[src/rtl/pcv_pkg.sv]
`timescale 1ns/1ps
package pcv_pkg;

    // Counting regime, registered from the configuration inputs.
    typedef enum logic [2:0] {
        ST_IDLE    = 3'd0,
        ST_T1_ESF  = 3'd1,
        ST_T1_D4   = 3'd2,
        ST_T1_D4FS = 3'd3,
        ST_E1      = 3'd4
    } pcv_state_e;

    typedef struct packed {
        logic crc6;
        logic ft;
        logic fs;
        logic crc4;
    } pcv_err_t;

    typedef struct packed {
        logic t1_lof;
        logic fas_lost;
        logic crcmf_lost;
        logic casmf_lost;
    } pcv_sync_t;

    // Up to two events per cycle (Ft plus Fs).
    localparam int INC_W = 2;

endpackage

[src/rtl/pcv_mode_fsm.sv]
`timescale 1ns/1ps
module pcv_mode_fsm
    import pcv_pkg::*;
(
    input  logic       clk,
    input  logic       rst_n,
    input  logic       cfg_e1,
    input  logic       cfg_esf,
    input  logic       cfg_fs_en,
    output pcv_state_e state_q,
    output logic       sat_en
);

    pcv_state_e state_d;

    // Next state: decode of the present configuration.
    always_comb begin
        if (cfg_e1) begin
            state_d = ST_E1;
        end else if (cfg_esf) begin
            state_d = ST_T1_ESF;
        end else if (cfg_fs_en) begin
            state_d = ST_T1_D4FS;
        end else begin
            state_d = ST_T1_D4;
        end
    end

    // State register.
    always_ff @(posedge clk) begin
        if (!rst_n) begin
            state_q <= ST_IDLE;
        end else begin
            state_q <= state_d;
        end
    end

    // Outputs: saturation applies in T1 regimes only.
    always_comb begin
        unique case (state_q)
            ST_T1_ESF,
            ST_T1_D4,
            ST_T1_D4FS: sat_en = 1'b1;
            ST_E1:      sat_en = 1'b0;
            default:    sat_en = 1'b0;
        endcase
    end

endmodule

[src/rtl/pcv_event_sel.sv]
`timescale 1ns/1ps
module pcv_event_sel
    import pcv_pkg::*;
(
    input  pcv_state_e       state_i,
    input  pcv_err_t         err_i,
    input  pcv_sync_t        sync_i,
    output logic [INC_W-1:0] inc_o
);

    logic t1_run;
    logic e1_run;
    logic unused_casmf_ok;

    // Loss of signalling multiframe never stops counting.
    assign unused_casmf_ok = sync_i.casmf_lost;
    assign t1_run = ~sync_i.t1_lof;
    assign e1_run = ~(sync_i.fas_lost | sync_i.crcmf_lost);

    always_comb begin
        inc_o = '0;
        unique case (state_i)
            ST_IDLE: begin
                inc_o = '0;
            end
            ST_T1_ESF: begin
                inc_o = INC_W'(err_i.crc6 & t1_run);
            end
            ST_T1_D4: begin
                inc_o = INC_W'(err_i.ft & t1_run);
            end
            ST_T1_D4FS: begin
                inc_o = INC_W'(err_i.ft & t1_run) + INC_W'(err_i.fs & t1_run);
            end
            ST_E1: begin
                inc_o = INC_W'(err_i.crc4 & e1_run);
            end
            default: begin
                inc_o = '0;
            end
        endcase
    end

endmodule

[src/rtl/pcv_run_ctr.sv]
`timescale 1ns/1ps
module pcv_run_ctr #(
    parameter int CNT_W = 16,
    parameter int INC_W = 2
) (
    input  logic             clk,
    input  logic             rst_n,
    input  logic [INC_W-1:0] inc_i,
    input  logic             sat_i,
    input  logic             restart_i,
    output logic [CNT_W-1:0] cnt_q
);

    localparam int SUM_W = CNT_W + 1;

    logic [SUM_W-1:0] sum;
    logic             ovf;

    assign sum = {1'b0, cnt_q} + {{(SUM_W-INC_W){1'b0}}, inc_i};
    assign ovf = sum[CNT_W];

    always_ff @(posedge clk) begin
        if (!rst_n) begin
            cnt_q <= '0;
        end else if (restart_i) begin
            cnt_q <= {{(CNT_W-INC_W){1'b0}}, inc_i};
        end else if (ovf && sat_i) begin
            cnt_q <= '1;
        end else begin
            cnt_q <= sum[CNT_W-1:0];
        end
    end

endmodule

[src/rtl/pcv_hold_regs.sv]
`timescale 1ns/1ps
module pcv_hold_regs #(
    parameter int BYTE_W = 8,
    parameter int NBYTES = 2
) (
    input  logic                           clk,
    input  logic                           rst_n,
    input  logic                           load_i,
    input  logic [NBYTES*BYTE_W-1:0]       cnt_i,
    output logic [NBYTES-1:0][BYTE_W-1:0]  hold_q
);

    for (genvar b = 0; b < NBYTES; b++) begin : g_byte
        always_ff @(posedge clk) begin
            if (!rst_n) begin
                hold_q[b] <= '0;
            end else if (load_i) begin
                hold_q[b] <= cnt_i[b*BYTE_W +: BYTE_W];
            end
        end
    end

endmodule

[src/rtl/pcv_counter.sv]
`timescale 1ns/1ps
module pcv_counter
    import pcv_pkg::*;
#(
    parameter int BYTE_W = 8
) (
    input  logic              clk,
    input  logic              rst_n,
    input  logic              cfg_e1,
    input  logic              cfg_esf,
    input  logic              cfg_fs_en,
    input  logic              crc6_err,
    input  logic              ft_err,
    input  logic              fs_err,
    input  logic              crc4_err,
    input  logic              t1_lof,
    input  logic              e1_fas_lost,
    input  logic              e1_crcmf_lost,
    input  logic              e1_casmf_lost,
    input  logic              sec_tick,
    output logic [BYTE_W-1:0] cnt_msb,
    output logic [BYTE_W-1:0] cnt_lsb
);

    localparam int NBYTES = 2;
    localparam int CNT_W  = NBYTES * BYTE_W;

    pcv_state_e                    state_q;
    logic                          sat_en;
    pcv_err_t                      err;
    pcv_sync_t                     sync;
    logic [INC_W-1:0]              inc;
    logic [CNT_W-1:0]              run_cnt;
    logic [NBYTES-1:0][BYTE_W-1:0] hold;

    assign err  = '{crc6: crc6_err, ft: ft_err, fs: fs_err, crc4: crc4_err};
    assign sync = '{t1_lof: t1_lof, fas_lost: e1_fas_lost,
                    crcmf_lost: e1_crcmf_lost, casmf_lost: e1_casmf_lost};

    pcv_mode_fsm u_fsm (
        .clk       (clk),
        .rst_n     (rst_n),
        .cfg_e1    (cfg_e1),
        .cfg_esf   (cfg_esf),
        .cfg_fs_en (cfg_fs_en),
        .state_q   (state_q),
        .sat_en    (sat_en)
    );

    pcv_event_sel u_sel (
        .state_i (state_q),
        .err_i   (err),
        .sync_i  (sync),
        .inc_o   (inc)
    );

    pcv_run_ctr #(
        .CNT_W (CNT_W),
        .INC_W (INC_W)
    ) u_run (
        .clk       (clk),
        .rst_n     (rst_n),
        .inc_i     (inc),
        .sat_i     (sat_en),
        .restart_i (sec_tick),
        .cnt_q     (run_cnt)
    );

    pcv_hold_regs #(
        .BYTE_W (BYTE_W),
        .NBYTES (NBYTES)
    ) u_hold (
        .clk    (clk),
        .rst_n  (rst_n),
        .load_i (sec_tick),
        .cnt_i  (run_cnt),
        .hold_q (hold)
    );

    assign cnt_msb = hold[1];
    assign cnt_lsb = hold[0];

endmodule

[config.mk]
export PLATFORM = sky130hd
export DESIGN_NAME = pcv_counter
export DESIGN_NICKNAME = d
export VERILOG_FILES = /design/src/rtl/pcv_pkg.sv /design/src/rtl/pcv_mode_fsm.sv /design/src/rtl/pcv_event_sel.sv /design/src/rtl/pcv_run_ctr.sv /design/src/rtl/pcv_hold_regs.sv /design/src/rtl/pcv_counter.sv
export SDC_FILE = /design/constraint.sdc
export NUM_CORES = 1
export LEC_CHECK = 0
export BUFFER_PORTS_ARGS = -buffer_cell sky130_fd_sc_hd__buf_2
export CORE_MARGIN = 2
export CORE_UTILIZATION = 40
export CTS_BUF_LIST = sky130_fd_sc_hd__clkbuf_16
export DETAILED_ROUTE_END_ITERATION = 8
export SLEW_MARGIN = 15
export SYNTH_ARGS = -nofsm -noshare
export SYNTH_HDL_FRONTEND = slang
export SYNTH_HIERARCHICAL = 1
export SYNTH_SLANG_ARGS = --single-unit
[constraint.sdc]
create_clock -name clk -period 7.51 [get_ports clk]
set_input_delay 0 -clock clk [delete_from_list [all_inputs] [get_ports clk]]
set_output_delay 0 -clock clk [all_outputs]
set_load 0.005 [all_outputs]
; Word-level counts from Yosys, hierarchy flattened
; Cells that the tools add are included.
[word_totals]
out_inout_bits = 16
elab_cells = 33
register_bits = 35
inputBits = 14
[op_classes]
muxes = 7
eq_ne = 4
bitwise_logic = 8
add_sub_neg = 2
reduce_logical = 5
[op_table]
columns = op, count
row1 = $add 16x2->17, 1
row2 = $mux 16, 1
row3 = $pmux 2 s4, 1
row4 = $eq 3x2->1 const B, 2
row5 = $mux 3, 2
row6 = $reduce_or 3->1, 2
row7 = $and 1x1->1, 4
row8 = $reduce_or 2->1, 2
row9 = $eq 3x1->1 const B, 1
row10 = $eq 3x3->1 const B, 1
row11 = $not 1->1, 3
row12 = $add 2x2->2, 1
row13 = $mux 1, 2
row14 = $mux 2, 1
row15 = $logic_and 1x1->1, 1
row16 = $or 1x1->1, 1

; Depth between registers and ports, before layout
; Gate-level depths: netlist of run 1.
[depth]
word_depth = 8
mapped_depth = 12
ltp_nobuf = 11

; Cells and area by module
; The synthesis of run 1 kept the hierarchy.
[by_module_without_submodules]
columns = mod, seq_area_each_um2, n_inst, area_per_inst_um2, cells_per_inst
row1 = pcv_run_ctr, 320.3, 1, 775.7, 90
row2 = pcv_hold_regs, 320.3, 1, 615.6, 51
row3 = pcv_mode_fsm, 60.1, 1, 102.6, 10
row4 = pcv_event_sel, 0.0, 1, 88.8, 11

; Worst setup path before layout of run 1
; OpenSTA, ideal clock, no wires.
[synth_timing]
kind = flip-flop to flip-flop
from = register u_fsm.state_q[1]
to = register u_run.cnt_q[12]
n_path_buf = 1
setup_slack_ps = 4887
stages_incl_launch_ff = 12
required_ps = 7440
setup_ps = 70
period_less_slack_ps = 2623
arrival_ps = 2553
cell_sequence = dfxtp_1 > nor4_2 > nand2_1 > a22oi_1 > ha_1 > inv_1 > fa_1 > nand4b_1 > nor3_2 > nand3_1 > buf_2 > a21oi_1
[synth_between]
elab_chain_len = 5
word_cells_on_any_way = 10
classes_between = 1 x add/sub / 4 x eq/ne / 3 x mux / 2 x reduce/logical
[synth_rtl]
columns = element, line_no
row1 = from (decl), pcv_mode_fsm.sv:10  ; output pcv_state_e state_q,
row2 = from (signal assigned), pcv_mode_fsm.sv:34  ; state_q <= state_d;
row3 = "$eq 3x3->1, or another cell as far along", pcv_event_sel.sv:22  ; unique case (state_i)
row4 = $pmux 2 s4 (*), pcv_event_sel.sv:22
row5 = via inc[0], pcv_counter.sv:32  ; logic [INC_W-1:0] inc;
row6 = $add 16x2->17 (*), pcv_run_ctr.sv:19  ; assign sum = {1'b0, cnt_q} + {{(SUM_W-INC_W){1'b0}}, inc_i};
row7 = $logic_and 1x1->1, pcv_run_ctr.sv:27  ; end else if (ovf && sat_i) begin
row8 = $mux 16 (*), pcv_run_ctr.sv:27
row9 = to (signal assigned), pcv_run_ctr.sv:26  ; cnt_q <= {{(CNT_W-INC_W){1'b0}}, inc_i};
row10 = to (signal assigned), pcv_run_ctr.sv:30  ; cnt_q <= sum[CNT_W-1:0];
row11 = to (decl), pcv_run_ctr.sv:11  ; output logic [CNT_W-1:0] cnt_q
; Mark *: on every way through the listed nets, which the timed path passes. The rest lies on a longest branch.
; A chain may end at the register's enable or synchronous reset.

; Final worst setup path of run 1
[layout_timing]
from = register u_fsm.state_q[1]
to = register u_run.cnt_q[11]
; Same word-level chain as after synthesis.

==> impl_metrics.yaml, run 1 <==
synthesis:
  synth-seq-cells: 35
  synth_cell_types: 38
  synth.most_common_cell: "dfxtp_1"
  synthesis.area_um2: 1580
  syn_area_per_cell_um2: 9.77
  yosysWarnings: 6
  synthCells: 162
  synthFlopType: "dfxtp_1"
  async_flop_share: 0
  synth_nets: 180
  synth_area_leaders: "dfxtp_1 44%, mux2i_1 10%, nor2b_1 7.5%"
  synth_edf_count: 0
  ys_seq_area_frac: 0.443
  synth_largest_area_cell: "dfxtp_1"
  synth_common_cells: "35 x dfxtp_1, 19 x nor2b_1, 16 x mux2i_1, 13 x a21oi_1"
  synth_top_area_frac: 0.443
sta:
  period_share: 0.439
  fmax_mhz: 304
  worst_pin_slew_ns: 0.581
  finalSetupTns_ns: 0
  hold_slack_ns: 0.125
  setup_ws_ns: 4.22
  hold_violations: 0
  fin_crit_ns: 3.29
  skew_ns: 0.00603
  drv_slew: 0
  setup_viol: 0
  relSlewSlack: 0.612
  rsz0062_at_grt: "false"
floorplanning:
  die_h_um: 66.9
  die_x_um: 66.9
  start_util: 0.423
  core-area_um2: 3740
  rows: 22
  io_pins: 30
  die_area_um2: 4480
critical_path:
  rr_startpoint: "u_fsm/state_q[1]$_SDFF_PP0_"
  path_delay_family: "simple AND/OR/NAND/NOR gates"
  slowest_stage: "nand3_1"
  cp-end-kind: "flop"
  cp_num_cells: 10
  r2r_setup_slack_ns: 4.22
  rr_worst_depth: 10
  crit_arrival_ns: 3.48
  slowest_delay_ns: 0.50
  crit_type: "flop to flop"
  cp_max_fo: 14
  crit_end: "u_run/cnt_q[11]$_SDFF_PP0_"
  required_ns: 7.69
  regToRegEndpoint: "u_run/cnt_q[11]$_SDFF_PP0_"
  startpoint_type: "flop"
  cp-startpoint: "u_fsm/state_q[1]$_SDFF_PP0_"
  path_buf_inv: 1
  path_cells: "nor4_2, nand2_1, a22oi_1, ha_1, inv_1, fa_1, nand4b_1, nor3_2, nand3_1, a31oi_1"
place:
  numPortBuffers: 28
  dpl.cell_count: 233
  preCtsSetupSlack_ns: 4.27
  dp_hpwl_mm: 2.29
  place.gp.congestion: 0.759
drt:
  vias: 1218
  drc: 0
  routedWlPerCell_um: 12.9
  first_iter_violations: 47
  wirelength_mm: 3.15
  detail_route.first_pass.iterations: 4
  viasPerCell: 4.99
  detail-route-antenna-nets: 0
finish:
  utilization: 0.509
  drive_above_1_share: 0.214
  nets: 213
  stdcell_count: 244
  area_growth_pct: 20.4
  nFillCells: 365
  antenna_cells: 0
clocking:
  clock_sink_count: 35
  clkSlewWorstSetupHoldPaths_ns: 0.05
  clockBufferDepth: 2
  cts_root_buf: "clkbuf_16"
  cts_tree: "done"
  insertion_delay_ns: 0.27
  cts_post_setup_buffers_inserted: 0
  cts_buffers: 5
  h-tree-depth: 2
  cts_hold_buffers: 3
  cts_resized: 0
min_path:
  hp-class: "primary input to flop"
grt:
  grt_max_degree: 22
  antenna_found_initial: 0
  overflow: 0
  first_global_vias: 1187
  grt_pass1_wl_mm: 5.53
  grt.total_usage: 0.167
run_status:
  status: "completed"
pwr:
  p_leak_nw: 0.746
  ir_drop_uv: 125
  power_density_nw_per_um2: 208
job:
  maxCapViolCount: 0
## sequential cells by signal (all words and copies together) (netlist names)
register       count
u_fsm/state_q      3
u_hold/hold_q     16
u_run/cnt_q       16
## through the flow
step / cell area, um2 / total power [mW]
2_1_floorplan: 1580 / 0.207
3_3_place_gp: 1740 / 0.212
3_5_place_dp: 1740 / 0.213
4_1_cts: 1910 / 0.402
5_1_grt: 1910 / 0.412
6_report: 1910 / 0.397
## power by group
part	switching [mW]	total (mW)	internal, mW	leakage (nW)
Sequential	0.00168	0.190	0.188	0.283
Combinational	0.0100	0.0203	0.0103	0.393
Clock	0.0676	0.187	0.119	0.0701
Total	0.0793	0.397	0.317	0.746
## per-layer routing
layer,track usage,wire [um]
met5,0,0
met4,0.0842,46
met3,0.0439,136
met2,0.271,1500
met1,0.203,1470
## cell usage in the layout, fill, tap and decap left out, types with 5 or more instances in the layout
cell type / count
nor2_1: 8
nor2b_1: 19
xnor2_1: 7
dfxtp_1: 35
a21oi_1: 13
mux2i_1: 16
o21ai_0: 5
clkbuf_16: 5
buf_2: 28
inv_1: 9
nand2_1: 8
a31oi_1: 6
## layout make-up
type                            count  area (um2)  share of cell area
Inverter                            8        30.0              0.0158
Multi-Input combinational cell    114         808               0.424
Timing Repair Buffer               31         170              0.0893
Clock inverter                      3        11.3             0.00591
Tap cell                           48        60.1              0.0315
Clock buffer                        5         125              0.0657
Sequential cell                    35         701               0.368
## cells by family after synthesis
family	count (synthesis)	share of synthesized area
AO/OA/AOI/OAI	29	0.105
XOR/XNOR	8	0.0443
adder cells (fa/ha/maj)	4	0.0364
buffers and inverters	13	0.0466
flip-flops	35	0.443
multiplexers	16	0.101
AND/OR/NAND/NOR	57	0.224
## worst min path at each step
| stage | from | to | slack [ns] | depth (start not counted) |
|---|---|---|---|---|
| 2_1_floorplan | cfg_esf | u_fsm/state_q[1]$_SDFF_PP0_ | 0.07 | 1 |
| 3_3_place_gp | cfg_esf | u_fsm/state_q[1]$_SDFF_PP0_ | 0.17 | 2 |
| 3_5_place_dp | cfg_esf | u_fsm/state_q[1]$_SDFF_PP0_ | 0.18 | 2 |
| 4_1_cts | rst_n | u_fsm/state_q[0]$_SDFF_PP0_ | 0.13 | 3 |
| 5_1_grt | rst_n | u_fsm/state_q[0]$_SDFF_PP0_ | 0.16 | 3 |
| 6_report | rst_n | u_fsm/state_q[1]$_SDFF_PP0_ | 0.12 | 3 |
## worst register-to-register path, cell delays in order, from the launching register on
cell and delay, ns:
dfxtp_1 0.36, nor4_2 0.28, nand2_1 0.08, a22oi_1 0.24
ha_1 0.22, inv_1 0.06, fa_1 0.42, nand4b_1 0.35
nor3_2 0.40, nand3_1 0.50, a31oi_1 0.30
Power figures use the tool's default switching activity.
==> run 2: changes to the inputs <==
- clock period: 7.51 -> 3.4 ns (I/O delays scaled with it)
==> run 2 against run 1 <==
  * Utilization increased by 0.53 points
  * Cell count increased by 0.82%
  * Clock-buffer cell count unchanged
  * Fmax increased by 19%
  * Non-clock buffer count increased by 3
  * Final area increased by 1.1%
  * Via count decreased by 0.57%
  * First-iteration DRC count decreased by 2.1%
  * Critical path type unchanged
  * Clock skew decreased by 0.0027 ns
  * Largest cell class unchanged
  * Combinational power increased by 120%
  * Register-to-register slack got worse by 3.6 ns
==> impl_metrics.yaml, run 2 (same netlist as run 1, synthesis figures left out) <==
pwr:
  ir_drop_uv: 298
  p_sw_uw: 175
  p_int_uw: 700
  sw_frac_of_total: 0.200
  seqPwrFrac: 0.479
  pwr-share-comb: 0.051
  power_density_nw_per_um2: 454
  p_clk_frac: 0.470
  p_leak_nw: 0.756
finish:
  nets: 216
  final_common_cell: "dfxtp_1"
  top_regs: "u_hold/hold_q (16), u_run/cnt_q (16), u_fsm/state_q (3)"
  area_growth_pct: 21.7
  final_area_um2: 1930
  drive_above_1_share: 0.232
  utilization: 0.514
  final_cell_mix: "35 x dfxtp_1, 28 x buf_2, 19 x nor2b_1, 16 x mux2i_1, 13 x a21oi_1"
  antenna_cells: 0
min_path:
  hp-class: "primary input to flop"
floorplanning:
  die_area_um2: 4480
  rows: 22
  start_util: 0.423
  core-area_um2: 3740
  die_x_um: 66.9
  io_pins: 30
  die_h_um: 66.9
critical_path:
  cp_max_fo: 8
  crit_type: "flop to flop"
  crit_arrival_ns: 2.98
  required_ns: 3.60
  cp-end-kind: "flop"
  startpoint_type: "flop"
drt:
  viasPerCell: 4.92
  met1_length_mm: 1.47
  detail-route-antenna-nets: 0
  top_layer: "met4"
  first_iter_violations: 46
  route.met3.wl_um: 125
  wirelength_mm: 2.97
  drc: 0
  wl_met2_mm: 1.35
  routedWlPerCell_um: 12.1
  vias: 1211
  detail_route.first_pass.iterations: 4
sta:
  drv_slew: 0
  period_share: 0.817
  hold_violations: 0
  fin_crit_ns: 2.78
  rsz0062_at_grt: "false"
  fmax_mhz: 360
  finalSetupTns_ns: 0
  skew_ns: 0.00334
  setup_viol: 0
  relSlewSlack: 0.659
  worst_pin_slew_ns: 0.511
clocking:
  clock_sink_count: 35
  cts_root_buf: "clkbuf_16"
  clkSlewWorstSetupHoldPaths_ns: 0.05
  h-tree-depth: 2
  cts_buffers: 5
  cts_tree: "done"
  clockBufferDepth: 2
  insertion_delay_ns: 0.27
grt:
  antenna_found_initial: 0
  grt_max_degree: 22
  overflow: 0
  first_global_vias: 1176
  grt_pass1_wl_mm: 5.16
  grt.total_usage: 0.152
place:
  placed_cell_area_um2: 1760
  numPortBuffers: 28
  place.gp.congestion: 0.752
  dp_hpwl_mm: 2.18
job:
  maxCapViolCount: 0
run_status:
  status: "completed"
[run 2: changes by cell type in the layout (fill, tap and decap cells not counted), sizes merged]
cell | before | now
buf | 28 | 31
inv | 9 | 8
[run 2: power groups by stage]
stage               clock, mW  sequential, mW  combinational (mW)
floorplan                   0           0.427              0.0311
global placement            0           0.427              0.0405
detailed placement          0           0.428              0.0419
CTS                     0.422           0.419              0.0448
global route            0.440           0.420              0.0502
finish                  0.411           0.419              0.0443
[run 2: metrics by stage]
| stage | cells | hold slack (ns) | power, mW | setup WS, ns |
|---|---|---|---|---|
| finish | 246 | 0.129 | 0.875 | 0.623 |
| global route | 246 | 0.167 | 0.910 | 0.362 |
| CTS | 246 | 0.137 | 0.886 | 0.627 |
| detailed placement | 236 | 0.178 | 0.469 | 0.658 |
| global placement | 236 | 0.172 | 0.468 | 0.665 |
| floorplan | 162 | 0.0720 | 0.458 | 0.777 |
[run 2: repair_timing]
action / CTS / global route
hold buffers: 3 / 0
buffers inserted: 0 / 0
resized for setup: 0 / 0
hold endpoints to repair: 3 / 0
[run 2: worst max-delay path, cell delays in order (launching register included)]
cell and delay (ns):
dfxtp_1 0.35, nor4_2 0.28, nand2_1 0.08, a22oi_1 0.23, ha_1 0.22, inv_1 0.06, fa_1 0.43, nand4b_1 0.25
nor3_2 0.33, nand3_1 0.14, buf_4 0.18, a31oi_1 0.15
[run 2: cell type report]
class	instances	area, um2
Timing Repair Buffer	34	193
Fill cell	360	1820
Inverter	8	30.0
Multi-Input combinational cell	114	808
Sequential cell	35	701
Clock buffer	5	125
Clock inverter	2	8.76
Tap cell	48	60.1
[run 2: routing by layer]
layer  global-route usage  vias up
met5                    0        -
met4               0.0536        0
met3               0.0372        4
met2                0.246       21
met1                0.195      552
li1                     -      634
[run 2: worst paths after layout]
| check | end | cells after the start | start | slack [ns] |
|---|---|---|---|---|
| worst max register to register | u_run/cnt_q[1]$_SDFF_PN0_ | 11 | u_fsm/state_q[1]$_SDFF_PP0_ | 0.62 |
| worst max-delay path | u_run/cnt_q[1]$_SDFF_PN0_ | 11 | u_fsm/state_q[1]$_SDFF_PP0_ | 0.62 |
| worst min register to register | u_hold/hold_q[15]$_SDFFE_PN0P_ | 2 | u_hold/hold_q[15]$_SDFFE_PN0P_ | 0.50 |
| worst min-delay path | u_fsm/state_q[0]$_SDFF_PP0_ | 3 | rst_n | 0.13 |
==> run 3: changes to the inputs <==
- clock period: 3.4 -> 2.7 ns (I/O delays scaled with it)
==> run 3 against run 2 <==
  * Critical path type unchanged
  * Sequential cell count is the same
  * Critical path depth is the same
  * Utilization grew 2.1 points
  * Sequential power grew 26%
  * Clock-buffer cell count is the same
  * Global-route usage grew 2.4 points
  * Fmax grew 8.5%
==> impl_metrics.yaml, run 3 (same netlist as run 1, synthesis figures left out) <==
job:
  maxCapViolCount: 0
finish:
  area_growth_pct: 26.6
  drive_above_1_share: 0.270
  final_cell_mix: "33 x dfxtp_1, 28 x buf_2, 19 x nor2b_1, 16 x mux2i_1, 13 x a21oi_1"
  top_regs: "u_hold/hold_q (16), u_run/cnt_q (16), u_fsm/state_q (3)"
  nets: 221
  final_common_cell: "dfxtp_1"
  final_area_um2: 2000
  nFillCells: 373
  antenna_cells: 0
clocking:
  cts_tree: "done"
  insertion_delay_ns: 0.28
  cts_buffers: 5
  clock_sink_count: 35
  clkSlewWorstSetupHoldPaths_ns: 0.05
  h-tree-depth: 2
  clockBufferDepth: 2
  cts_root_buf: "clkbuf_16"
drt:
  first_iter_violations: 39
  detail-route-antenna-nets: 0
  routedWlPerCell_um: 13.3
  viasPerCell: 5.01
  drc: 0
  wirelength_mm: 3.36
  detail_route.first_pass.iterations: 4
  vias: 1262
critical_path:
  cp-end-kind: "flop"
  cp_max_fo: 6
  crit_type: "flop to flop"
  slowest_stage: "fa_2"
  path_buf_inv: 2
  crit_arrival_ns: 2.69
  path_cells: "nor4_2, nand2_1, a22oi_2, ha_2, inv_1, fa_2, nand4b_1, buf_4, nor3_4, xnor2_1, a21oi_1"
  cp_num_cells: 11
  startpoint_type: "flop"
  rr_worst_depth: 11
  required_ns: 2.84
  path_delay_family: "simple AND/OR/NAND/NOR gates"
  slowest_delay_ns: 0.37
floorplanning:
  io_pins: 30
  die_area_um2: 4480
  rows: 22
  start_util: 0.423
  die_x_um: 66.9
  die_h_um: 66.9
  core-area_um2: 3740
sta:
  worst_pin_slew_ns: 0.518
  hold_violations: 0
  fmax_mhz: 391
  drv_slew: 0
  relSlewSlack: 0.654
  skew_ns: 0.00424
  fin_crit_ns: 2.56
  finalSetupTns_ns: 0
  period_share: 0.947
  setup_viol: 0
grt:
  antenna_found_initial: 0
  grt_pass1_wl_mm: 5.73
  overflow: 0
  first_global_vias: 1239
  grt.total_usage: 0.175
  grt_max_degree: 22
place:
  numPortBuffers: 28
  place.gp.congestion: 0.818
  placed_cell_area_um2: 1780
  dp_hpwl_mm: 2.27
min_path:
  hold_depth: 3
  hp-class: "primary input to flop"
pwr:
  ir_drop_uv: 339
  p_leak_nw: 0.804
  power_density_nw_per_um2: 556
run_status:
  status: "completed"
-- run 3: cell count changes in the layout (fill, tap and decap cells not counted), moves of 2 or more --
cell,change
buf_4,+2
dfxtp_1,-2
dfxtp_2,+2
dlygate4sd3_1,+2
-- run 3: per-stage QoR --
step                std cells  hold slack (ns)  utilization  total power [mW]  setup slack [ns]
global placement          238            0.172        0.475             0.589            0.0659
CTS                       251            0.155        0.526              1.13           0.00230
floorplan                 162           0.0720            -             0.576            0.0770
finish                    252            0.155        0.535              1.11             0.142
detailed placement        238            0.185        0.475             0.592            0.0294
global route              252            0.191        0.535              1.17           -0.0269
-- run 3: per-layer routing --
| metal | global-route usage | wire length (um) |
|---|---|---|
| met1 | 0.214 | 1600 |
| met2 | 0.274 | 1580 |
| met3 | 0.0642 | 157 |
| met4 | 0.0791 | 18 |
| met5 | 0 | 0 |
-- run 3: final cells by class --
cell class / count / area, um2 / area share
clock inverters: 3 / 11.3 / 0.00562
flip-flops and latches: 35 / 703 / 0.351
well taps: 48 / 60.1 / 0.0300
multi-input cells: 114 / 836 / 0.417
clock buffers: 5 / 125 / 0.0624
inverters: 8 / 30.0 / 0.0150
repair buffers: 39 / 239 / 0.119
-- run 3: worst paths after layout --
kind                                                    start                            end  slack (ns)
worst max-delay path              u_fsm/state_q[1]$_SDFF_PP0_      u_run/cnt_q[8]$_SDFF_PP0_        0.14
worst min-delay path                                    rst_n      u_run/cnt_q[1]$_SDFF_PN0_        0.16
worst min register to register  u_hold/hold_q[6]$_SDFFE_PN0P_  u_hold/hold_q[6]$_SDFFE_PN0P_        0.51
worst max register to register    u_fsm/state_q[1]$_SDFF_PP0_      u_run/cnt_q[8]$_SDFF_PP0_        0.14
-- run 3: report_power, final --
| group | leakage, nW | total (mW) | internal (mW) | switching [mW] |
|---|---|---|---|---|
| clock | 0.0701 | 0.525 | 0.331 | 0.194 |
| sequential | 0.284 | 0.528 | 0.523 | 0.00514 |
| combinational | 0.451 | 0.0614 | 0.0315 | 0.0298 |
-- run 3: worst register-to-register path, cell delays in order (launching register included) --
cell and delay, ns:
dfxtp_2 0.34, nor4_2 0.26, nand2_1 0.09, a22oi_2 0.18
ha_2 0.22, inv_1 0.06, fa_2 0.37, nand4b_1 0.28
buf_4 0.22, nor3_4 0.16, xnor2_1 0.14, a21oi_1 0.09
-- run 3: repair_timing --
item | CTS | global route
buffers inserted | 0 | 1
pin swaps | 0 | 5
hold buffers | 5 | 0
setup endpoints to repair | 1 | 16
endpoints found under the hold margin | 3 | 0
gates resized for setup | 1 | 8
